--- config.mk ---
export PLATFORM = sky130hd
export DESIGN_NAME = i2c_irq_ctrl
export DESIGN_NICKNAME = d
export VERILOG_FILES = /design/src/rtl/i2c_irq_pkg.sv /design/src/rtl/i2c_irq_edge.sv /design/src/rtl/i2c_irq_decode.sv /design/src/rtl/i2c_irq_reqflag.sv /design/src/rtl/i2c_irq_ctrl.sv
export SDC_FILE = /design/constraint.sdc
export NUM_CORES = 1
export LEC_CHECK = 0
export ABC_AREA = 1
export BUFFER_PORTS_ARGS = -buffer_cell sky130_fd_sc_hd__buf_2
export CAP_MARGIN = 20
export CORE_MARGIN = 2
export CORE_UTILIZATION = 45
export DETAILED_ROUTE_END_ITERATION = 10
export PLACE_DENSITY = 0.81
export SLEW_MARGIN = 10
export SYNTH_ARGS = -nofsm -noshare
export SYNTH_HDL_FRONTEND = slang
export SYNTH_HIERARCHICAL = 1
export SYNTH_SLANG_ARGS = --single-unit
--- constraint.sdc ---
create_clock -name clk -period 3.2 [get_ports clk]
set_clock_uncertainty 0.15 [all_clocks]
set_input_delay 0.16 -clock clk [delete_from_list [all_inputs] [get_ports clk]]
set_output_delay 0.16 -clock clk [all_outputs]
set_load 0.05 [all_outputs]
--- src/rtl/i2c_irq_pkg.sv ---
package i2c_irq_pkg;

    localparam int DATA_W = 8;

    // status register field positions (decoded by firmware)
    localparam int SB_START  = 7;
    localparam int SB_STOP   = 6;
    localparam int SB_LASTRD = 5;
    localparam int SB_ID_HI  = 4;
    localparam int SB_ID_LO  = 3;
    localparam int SB_BERR   = 2;
    localparam int SB_ACK    = 1;
    localparam int SB_DONE   = 0;

    // enable register field positions
    localparam int EB_MAIN = 0;
    localparam int EB_STOP = 1;

    typedef enum logic [2:0] {
        RS_NONE,
        RS_CTRL,
        RS_DATA,
        RS_FLAG,
        RS_ENAB
    } rsel_e;

    typedef struct packed {
        logic              en_main;
        logic              en_stop;
        logic              lastrd;
        logic [DATA_W-1:0] tx_byte;
        logic              tx_wr;
        logic              cmd_start;
        logic              cmd_stop;
        logic              rx_rd;
    } top_state_t;

endpackage

--- src/rtl/i2c_irq_edge.sv ---
module i2c_irq_edge #(
    parameter bit RISING = 1'b1
) (
    input  logic clk,
    input  logic rst,
    input  logic lvl_i,
    output logic evt_o
);

    logic prev_d, prev_q;

    always_comb begin
        prev_d = lvl_i;
    end

    always_ff @(posedge clk) begin
        if (rst) prev_q <= 1'b0;
        else     prev_q <= prev_d;
    end

    generate
        if (RISING) begin : g_rise
            assign evt_o = lvl_i & ~prev_q;
        end else begin : g_fall
            assign evt_o = ~lvl_i & prev_q;
        end
    endgenerate

    // an edge is a single-cycle event while the level holds
    p_edge_single_r3: assert property (@(posedge clk) disable iff (rst)
        (evt_o && (lvl_i == RISING)) |=> (!evt_o || (lvl_i != RISING)) || !$stable(lvl_i) || $past(rst))
        else $error("edge event held for more than one cycle");

endmodule

--- src/rtl/i2c_irq_decode.sv ---
module i2c_irq_decode
    import i2c_irq_pkg::*;
#(
    parameter int                ADDR_W    = 16,
    parameter logic [ADDR_W-1:0] CTRL_ADDR = 16'h0040,
    parameter logic [ADDR_W-1:0] FLAG_ADDR = 16'h0050,
    parameter logic [ADDR_W-1:0] ENAB_ADDR = 16'h0051
) (
    input  logic              bus_sel,
    input  logic              bus_we,
    input  logic [ADDR_W-1:0] bus_addr,
    input  logic              busy_i,
    output logic              ctrl_wr_o,
    output logic              data_wr_o,
    output logic              ctrl_rd_o,
    output logic              data_rd_o,
    output logic              flag_wr_o,
    output logic              enab_wr_o,
    output rsel_e             rsel_o
);

    localparam logic [ADDR_W-1:0] DATA_ADDR = CTRL_ADDR + 1'b1;

    logic hit_ctrl, hit_data, hit_flag, hit_enab;

    always_comb begin
        hit_ctrl = bus_sel && (bus_addr == CTRL_ADDR);
        hit_data = bus_sel && (bus_addr == DATA_ADDR);
        hit_flag = bus_sel && (bus_addr == FLAG_ADDR);
        hit_enab = bus_sel && (bus_addr == ENAB_ADDR);

        // writes to the engine-facing registers are dropped during a stop
        ctrl_wr_o = hit_ctrl && bus_we && !busy_i;
        data_wr_o = hit_data && bus_we && !busy_i;
        ctrl_rd_o = hit_ctrl && !bus_we;
        data_rd_o = hit_data && !bus_we;
        flag_wr_o = hit_flag && bus_we;
        enab_wr_o = hit_enab && bus_we;

        if (hit_ctrl)      rsel_o = RS_CTRL;
        else if (hit_data) rsel_o = RS_DATA;
        else if (hit_flag) rsel_o = RS_FLAG;
        else if (hit_enab) rsel_o = RS_ENAB;
        else               rsel_o = RS_NONE;
    end

    // decoded strobes never overlap
    always_comb begin
        a_onehot_r9: assert ($onehot0({ctrl_wr_o, data_wr_o, ctrl_rd_o, data_rd_o, flag_wr_o, enab_wr_o}))
            else $error("decoded strobes overlap");
    end

endmodule

--- src/rtl/i2c_irq_reqflag.sv ---
module i2c_irq_reqflag (
    input  logic clk,
    input  logic rst,
    input  logic set_i,
    input  logic clr_i,
    output logic req_o
);

    logic req_d, req_q;

    always_comb begin
        req_d = req_q;
        if (clr_i) req_d = 1'b0;
        if (set_i) req_d = 1'b1;   // a set event outranks any clear
    end

    always_ff @(posedge clk) begin
        if (rst) req_q <= 1'b0;
        else     req_q <= req_d;
    end

    assign req_o = req_q;

    p_set_wins_r8: assert property (@(posedge clk) disable iff (rst)
        set_i |=> req_o)
        else $error("set event lost");

    p_clear_r7: assert property (@(posedge clk) disable iff (rst)
        (clr_i && !set_i) |=> !req_o)
        else $error("clear not applied");

    p_hold_r6: assert property (@(posedge clk) disable iff (rst)
        (!clr_i && !set_i) |=> $stable(req_o))
        else $error("request changed with no cause");

endmodule

--- src/rtl/i2c_irq_ctrl.sv ---
module i2c_irq_ctrl
    import i2c_irq_pkg::*;
#(
    parameter int                ADDR_W    = 16,
    parameter logic [ADDR_W-1:0] CTRL_ADDR = 16'h0040,
    parameter logic [ADDR_W-1:0] FLAG_ADDR = 16'h0050,
    parameter logic [ADDR_W-1:0] ENAB_ADDR = 16'h0051,
    parameter int                REQ_BIT   = 3
) (
    input  logic              clk,
    input  logic              rst,
    input  logic              bus_sel,
    input  logic              bus_we,
    input  logic [ADDR_W-1:0] bus_addr,
    input  logic [7:0]        bus_wdata,
    output logic [7:0]        bus_rdata,
    input  logic              eng_done,
    input  logic              eng_stop,
    input  logic              eng_ack,
    input  logic              eng_berr,
    input  logic [1:0]        eng_id,
    input  logic [7:0]        eng_rx_byte,
    output logic              cmd_start,
    output logic              cmd_stop,
    output logic              cmd_lastrd,
    output logic [7:0]        tx_byte,
    output logic              tx_wr,
    output logic              rx_rd,
    output logic              irq
);

    localparam logic [ADDR_W-1:0] DATA_ADDR = CTRL_ADDR + 1'b1;

    logic  ctrl_wr, data_wr, ctrl_rd, data_rd, flag_wr, enab_wr;
    rsel_e rsel;
    logic  done_rise, stop_fall;
    logic  req_set, req_clr, req;

    top_state_t st_d, st_q;

    i2c_irq_decode #(
        .ADDR_W    (ADDR_W),
        .CTRL_ADDR (CTRL_ADDR),
        .FLAG_ADDR (FLAG_ADDR),
        .ENAB_ADDR (ENAB_ADDR)
    ) u_dec (
        .bus_sel   (bus_sel),
        .bus_we    (bus_we),
        .bus_addr  (bus_addr),
        .busy_i    (eng_stop),
        .ctrl_wr_o (ctrl_wr),
        .data_wr_o (data_wr),
        .ctrl_rd_o (ctrl_rd),
        .data_rd_o (data_rd),
        .flag_wr_o (flag_wr),
        .enab_wr_o (enab_wr),
        .rsel_o    (rsel)
    );

    i2c_irq_edge #(.RISING(1'b1)) u_done_edge (
        .clk   (clk),
        .rst   (rst),
        .lvl_i (eng_done),
        .evt_o (done_rise)
    );

    i2c_irq_edge #(.RISING(1'b0)) u_stop_edge (
        .clk   (clk),
        .rst   (rst),
        .lvl_i (eng_stop),
        .evt_o (stop_fall)
    );

    always_comb begin
        req_set = done_rise || (stop_fall && st_q.en_stop);
        req_clr = ctrl_rd || data_rd || ctrl_wr || data_wr ||
                  (flag_wr && !bus_wdata[REQ_BIT]);
    end

    i2c_irq_reqflag u_req (
        .clk   (clk),
        .rst   (rst),
        .set_i (req_set),
        .clr_i (req_clr),
        .req_o (req)
    );

    // next-state computation
    always_comb begin
        st_d           = st_q;
        st_d.tx_wr     = 1'b0;
        st_d.cmd_start = 1'b0;
        st_d.cmd_stop  = 1'b0;
        st_d.rx_rd     = data_rd;
        if (enab_wr) begin
            st_d.en_main = bus_wdata[EB_MAIN];
            st_d.en_stop = bus_wdata[EB_STOP];
        end
        if (ctrl_wr) begin
            st_d.lastrd    = bus_wdata[SB_LASTRD];
            st_d.cmd_start = bus_wdata[SB_START];
            st_d.cmd_stop  = bus_wdata[SB_STOP];
        end
        if (data_wr) begin
            st_d.tx_byte = bus_wdata;
            st_d.tx_wr   = 1'b1;
        end
    end

    always_ff @(posedge clk) begin
        if (rst) st_q <= '0;
        else     st_q <= st_d;
    end

    // read mux
    always_comb begin
        bus_rdata = '0;
        case (rsel)
            RS_CTRL: begin
                bus_rdata[SB_STOP]           = eng_stop;
                bus_rdata[SB_LASTRD]         = st_q.lastrd;
                bus_rdata[SB_ID_HI:SB_ID_LO] = eng_id;
                bus_rdata[SB_BERR]           = eng_berr;
                bus_rdata[SB_ACK]            = eng_ack;
                bus_rdata[SB_DONE]           = eng_done;
            end
            RS_DATA: bus_rdata = eng_rx_byte;
            RS_FLAG: bus_rdata[REQ_BIT] = req;
            RS_ENAB: begin
                bus_rdata[EB_MAIN] = st_q.en_main;
                bus_rdata[EB_STOP] = st_q.en_stop;
            end
            default: bus_rdata = '0;
        endcase
    end

    assign cmd_start  = st_q.cmd_start;
    assign cmd_stop   = st_q.cmd_stop;
    assign cmd_lastrd = st_q.lastrd;
    assign tx_byte    = st_q.tx_byte;
    assign tx_wr      = st_q.tx_wr;
    assign rx_rd      = st_q.rx_rd;
    assign irq        = req && st_q.en_main;

    p_drop_write_r9: assert property (@(posedge clk) disable iff (rst)
        (bus_sel && bus_we && eng_stop &&
         (bus_addr == CTRL_ADDR || bus_addr == DATA_ADDR))
        |=> (!tx_wr && !cmd_start && !cmd_stop && $stable(cmd_lastrd) && $stable(tx_byte)))
        else $error("write accepted during stop");

    p_txwr_cause_r10: assert property (@(posedge clk) disable iff (rst)
        $rose(tx_wr) |-> $past(bus_sel && bus_we && !eng_stop && bus_addr == DATA_ADDR))
        else $error("tx_wr without accepted data write");

    p_done_raise_r3: assert property (@(posedge clk) disable iff (rst)
        (done_rise && st_q.en_main && !enab_wr) |=> irq)
        else $error("done edge did not raise irq");

    p_stop_masked_r4: assert property (@(posedge clk) disable iff (rst)
        (stop_fall && !st_q.en_stop && !done_rise && !req) |=> !req)
        else $error("masked stop edge raised request");

endmodule

======== Yosys cells after proc, flatten, opt, wreduce, memory -nomap -nowiden ========
Cells that the tools add are included.
storage, ports and cells
  logic and storage cells ................. 61
  register bits ........................... 18
  output and inout bits ................... 22
operators by class
  eq/ne operators ......................... 8
  bitwise gates (word level) .............. 5
  multiplexer cells ....................... 12
  reductions and logical operators ........ 25
operators with widths
  cell                                                  number
  equality test 16 x 7 -> 1 bit, second input constant  4
  logical AND 1 bit                                     15
  2-to-1 mux 3 bit                                      4
  equality test 3 x 2 -> 1 bit, second input constant   2
  case mux 2 bit (3 select lines)                       1
  case mux 3 bit (2 select lines)                       1
  logical OR 1 bit                                      5
  2-to-1 mux 1 bit                                      4
  equality test 3 x 1 -> 1 bit, second input constant   1
  equality test 3 bit, second input constant            1
  logical NOT 1 bit                                     3
  inverter 1 bit                                        3
  case mux 1 bit (3 select lines)                       1
  bitwise AND 1 bit                                     2
  case mux 1 bit (2 select lines)                       1
  nonzero test 2 bit                                    1
  OR reduction 2 bit                                    1

======== Longest topological paths before layout ========
  word-level depth ........................ 9
  gate-level depth with buffers ........... 11
  mapped depth without buffers ............ 10

======== Cells and area by module ========
Netlist, hierarchy kept.
by module, submodules not included
  module                       area each (um^2)  times used  cells an instance
  i2c_irq_ctrl                 738.2             1           105
  i2c_irq_decode               158.9             1           38
  i2c_irq_reqflag              40.0              1           5
  i2c_irq_edge at u_stop_edge  37.5              1           5
  i2c_irq_edge at u_done_edge  31.3              1           4

======== Worst setup path before layout ========
Ideal clock, no wire load.
  path type ............................... in2out
  start ................................... input bus_addr[4]
  end ..................................... output bus_rdata[7]
  slack ................................... 1.410 ns
  arrival ................................. 1.480 ns
  data required time ...................... 2.890 ns
  path buffers ............................ 0
  stages on the path ...................... 7
  cell sequence ........................... or2_1 nor2_2 nand3_1 nand2_1 inv_2 nor3_4 and2_1
on the way
  elaborated cells between the ends (all ways) .. 14
  those cells by class .................... eq/ne: 5; mux: 5; reduce/logical: 4
RTL lines
  element                           RTL line              RTL
  start, declared                   i2c_irq_ctrl.sv:14    input logic [ADDR_W-1:0] bus_addr,
  equality test 16 x 7 -> 1 bit     i2c_irq_decode.sv:29  hit_flag = bus_sel && (bus_addr == FLAG_ADDR);
  logical AND 1 bit                 i2c_irq_decode.sv:29
  2-to-1 mux 3 bit                  i2c_irq_decode.sv:42  else if (hit_flag) rsel_o = RS_FLAG;
  2-to-1 mux 3 bit                  i2c_irq_decode.sv:41  else if (hit_data) rsel_o = RS_DATA;
  2-to-1 mux 3 bit (*)              i2c_irq_decode.sv:40  if (hit_ctrl) rsel_o = RS_CTRL;
  net rsel[1]                       i2c_irq_ctrl.sv:35    rsel_e rsel;
  equality test 3 x 2 -> 1 bit (*)  i2c_irq_ctrl.sv:118   case (rsel)
  2-to-1 mux 1 bit (*)              i2c_irq_ctrl.sv:118
  end, declared                     i2c_irq_ctrl.sv:16    output logic [7:0] bus_rdata,
The timed path passes the listed nets; every way through them passes the cells marked *.

======== Worst setup path after layout ========
  start ................................... input bus_we
  end ..................................... register u_req.req_q (netlist: u_req/req_o)
on the way
  elaborated cells between the ends (all ways) .. 14
  those cells by class .................... reduce/logical: 14
RTL lines
  element                              RTL line               RTL
  start, declared                      i2c_irq_ctrl.sv:13     input logic bus_we,
  logical AND 1 bit (2 in a row)       i2c_irq_decode.sv:34   data_wr_o = hit_data && bus_we && !busy_i;
  net data_wr                          i2c_irq_ctrl.sv:34     logic ctrl_wr, data_wr, ctrl_rd, data_rd, flag_wr, enab_wr;
  logical OR 1 bit (2 in a row)        i2c_irq_ctrl.sv:76     req_clr = ctrl_rd || data_rd || ctrl_wr || data_wr ||
  net req_clr                          i2c_irq_ctrl.sv:37     logic req_set, req_clr, req;
  nonzero test 2 bit (no source line)  -
  end signal, assigned                 i2c_irq_reqflag.sv:19  else req_q <= req_d;
  end, declared                        i2c_irq_reqflag.sv:9   logic req_d, req_q;
The timed path passes the listed nets, and every way through them passes these cells.
A chain may end at the register's enable or synchronous reset.

==> key figures <==
Run status
  • Outcome: finished, final reports clean

Final layout
  • Finished Layout Cells: ~250
  • Share of cells above drive strength 1: around a third
  • Synth-to-layout area growth: 42.4%
  • Final net count: 268
  • Fill cells: 219
  • ANT cells: 0
  • Most frequent cells in the layout: buf_2 (63), nand2_1 (47), nor2_1 (22), dfxtp_1 (18), inv_1 (17)
  • Design area: 1430 sq um
  • Layout Utilization: approximately two thirds
  • Commonest non-fill, non-tap cell in the layout: buf_2

Yosys
  • Part of the Yosys area used for sequential elements: a little over a third
  • Top-area cell type share of the netlist area: 35.8%
  • Post-synth EDFFs: 0
  • Asr flop ratio synth: 0%
  • Number of library cell types mapped by synthesis: 22
  • Synth Register Bits: 18
  • Yosys warning count: 6
  • Cells after Synth: 157
  • Leading post-synthesis cells by cell area: dfxtp_1 (36%), nand2_1 (18%), nor2_1 (8.2%), inv_1 (6.3%), buf_4 (6.0%)
  • Yosys top cell by area: dfxtp_1
  • Post-synthesis cell area: 1010 sq um
  • Top_reg_cell synth: dfxtp_1
  • Syn Area/Cell: approximately 6.4 sq um
  • Synthesized Nets: approximately 200

Place
  • Routability Congestion: 0.869
  • Cell Count Post-Placement: roughly 240
  • Final HPWL DP: approximately 1900 um
  • Cell Area, Placed: between 1000 and 1500 sq um
  • Place WS: 0.979 ns
  • Port Buffer Count: between 60 and 70

Floorplan
  • Die span in x: between 50 and 60 um
  • Core area: 2170 sq um
  • Initial Util: 46.4%
  • Ports: 64
  • Die Ht: approximately 51 um
  • Site row count: 17
  • Die area: 2630 sq um

Critical path
  • CP required: about 3.2 ns
  • Worst Path Class, Setup: input pin to flop
  • Crit path launch: bus_we
  • Crit path capture type: flop
  • RR Startpoint: u_stop_edge/prev_q
  • Startpoint types: input pin
  • CP max FO: 10
  • Data arrival, critical path: about 2.4 ns

Hold path
  • Hold Crit Class: input pin to flop
  • Worst hold start: rst

Timing
  • Pins Over Slew Limit: 0
  • Final Setup Violations: 0
  • Final Hold Violating Endpoints: 0
  • Period utilization: around three quarters
  • Tmin final: between 2 and 2.5 ns
  • Sum Neg Setup Slack: 0 ns
  • Worst-Margin Slew: between 0.6 and 0.7 ns
  • Setup ws final: approximately 0.84 ns
  • Slew HR: between 50 and 60%
  • Max frequency: between 400 and 500 MHz
  • RSZ-0062 raised after global routing: false

Global route
  • Congestion Overflow GR: 0
  • Vias in the first global route: ~1100
  • Global Route Usage Sum: 19.5%
  • Largest net degree at the start of global routing: 19
  • Antenna violations before repair: 0
  • First-pass GRT wire length: roughly 4000 um

Clocking
  • Post-CTS setup buffer count: 0
  • Clk sink count: 18
  • Clock-pin slew on the worst setup and hold paths: around 0.1 ns
  • CTS H-tree lvls: 1
  • Number of buffers created by CTS: 3
  • Worst skew pair latency: around 0.28 ns
  • CTS tree: built
  • Clk root buf: clkbuf_4
  • Cts repair resizes: 0
  • Largest buffer count on any clock path: 2

Detailed routing
  • Wire per inst: approximately 9.5 um
  • First DRT Iteration DRCs: 8
  • DR pass1 iterations: 4
  • Vias per Instance: between 4 and 5
  • Total number of vias: 1161
  • Routed wire length: approximately 2400 um
  • Final ANT Viol Nets: 0
  • DRC viols: 0

Flow run
  • MaxCap Viol Count: 0

Power and ir drop
  • Cell Pwr Density: a little under 300 nW/um^2
  • Max VDD drop: roughly 190 uV
  • Leakage power: between 0.7 and 0.8 nW
worst max-delay path: stages:
cell	delay (ns)
dlygate4sd3_1	0.53
buf_2	0.12
inv_1	0.05
or2_2	0.28
nor2_1	0.50
clkinv_1	0.41
nand3_1	0.18
inv_1	0.05
nand2_1	0.06
a21oi_2	0.05
metal layers:
| metal | up-vias | track usage, % | wire [um] |
|---|---|---|---|
| met4 | 0 | 5.70 | 21 |
| met5 | - | 0 | 0 |
| met2 | 43 | 36.4 | 1230 |
| met3 | 4 | 3.51 | 131 |
| li1 | 619 | - | - |
| met1 | 495 | 22.4 | 1020 |
state kept, by name, summed over array words and instances (netlist names):
| name | cells |
|---|---|
| cmd_lastrd | 1 |
| cmd_start | 1 |
| cmd_stop | 1 |
| rx_rd | 1 |
| st_q | 2 |
| tx_byte | 8 |
| tx_wr | 1 |
| u_done_edge/prev_q | 1 |
| u_req/req_o | 1 |
| u_stop_edge/prev_q | 1 |
per-stage QoR:
stage | total power, mW | hold WS (ns)
CTS | 0.420 | 0.0812
detailed placement | 0.276 | 0.254
floorplan | 0.246 | 0.0724
finish | 0.418 | 0.0895
global placement | 0.275 | 0.253
global route | 0.436 | 0.0888
cells by family (layout without fill, tap and decap cells):
family | after synthesis | count (layout) | share of synthesized area (%)
buffers and inverters | 31 | 99 | 14.8
AO/OA/AOI/OAI | 13 | 13 | 7.34
flip-flops | 18 | 18 | 35.8
AND/OR/NAND/NOR | 95 | 95 | 42.0
cell type report:
class / instances / area [sq um] / area share (%)
well taps: 28 / 35.0 / 2.45
inverters: 21 / 78.8 / 5.50
repair buffers: 74 / 425 / 29.7
flip-flops and latches: 18 / 360 / 25.2
clock buffers: 4 / 36.3 / 2.53
multi-input cells: 108 / 497 / 34.7
path summary, 6_finish.rpt:
kind / to / slack [ns] / cells after the start
hold reg to reg: tx_byte[5] / 0.32 / 2
setup reg to reg: u_req/req_o / 2.28 / 5
setup / recovery: u_req/req_o / 0.84 / 10
hold / removal: rx_rd / 0.09 / 2
report_power, final:
group / internal (mW) / switching, mW / total, mW
logic: 0.0323 / 0.0212 / 0.0535
clock network: 0.0692 / 0.0675 / 0.137
registers: 0.226 / 0.00123 / 0.227
cells in the mapped netlist, types with 2 or more instances:
cell and number:
nor2_1 22, nand4_1 4, buf_2 2, buf_4 8, dfxtp_1 18, nand2_1 47
inv_2 3, nand3_1 11, nor2_2 3, nor3b_1 2, inv_1 17, a21oi_1 10
timing repair:
item / CTS / global route
hold buffers: 11 / 0
setup endpoints to repair: 0 / 0
endpoints found under the hold margin: 16 / 0
No activity file was read; power rests on OpenSTA's default activity.
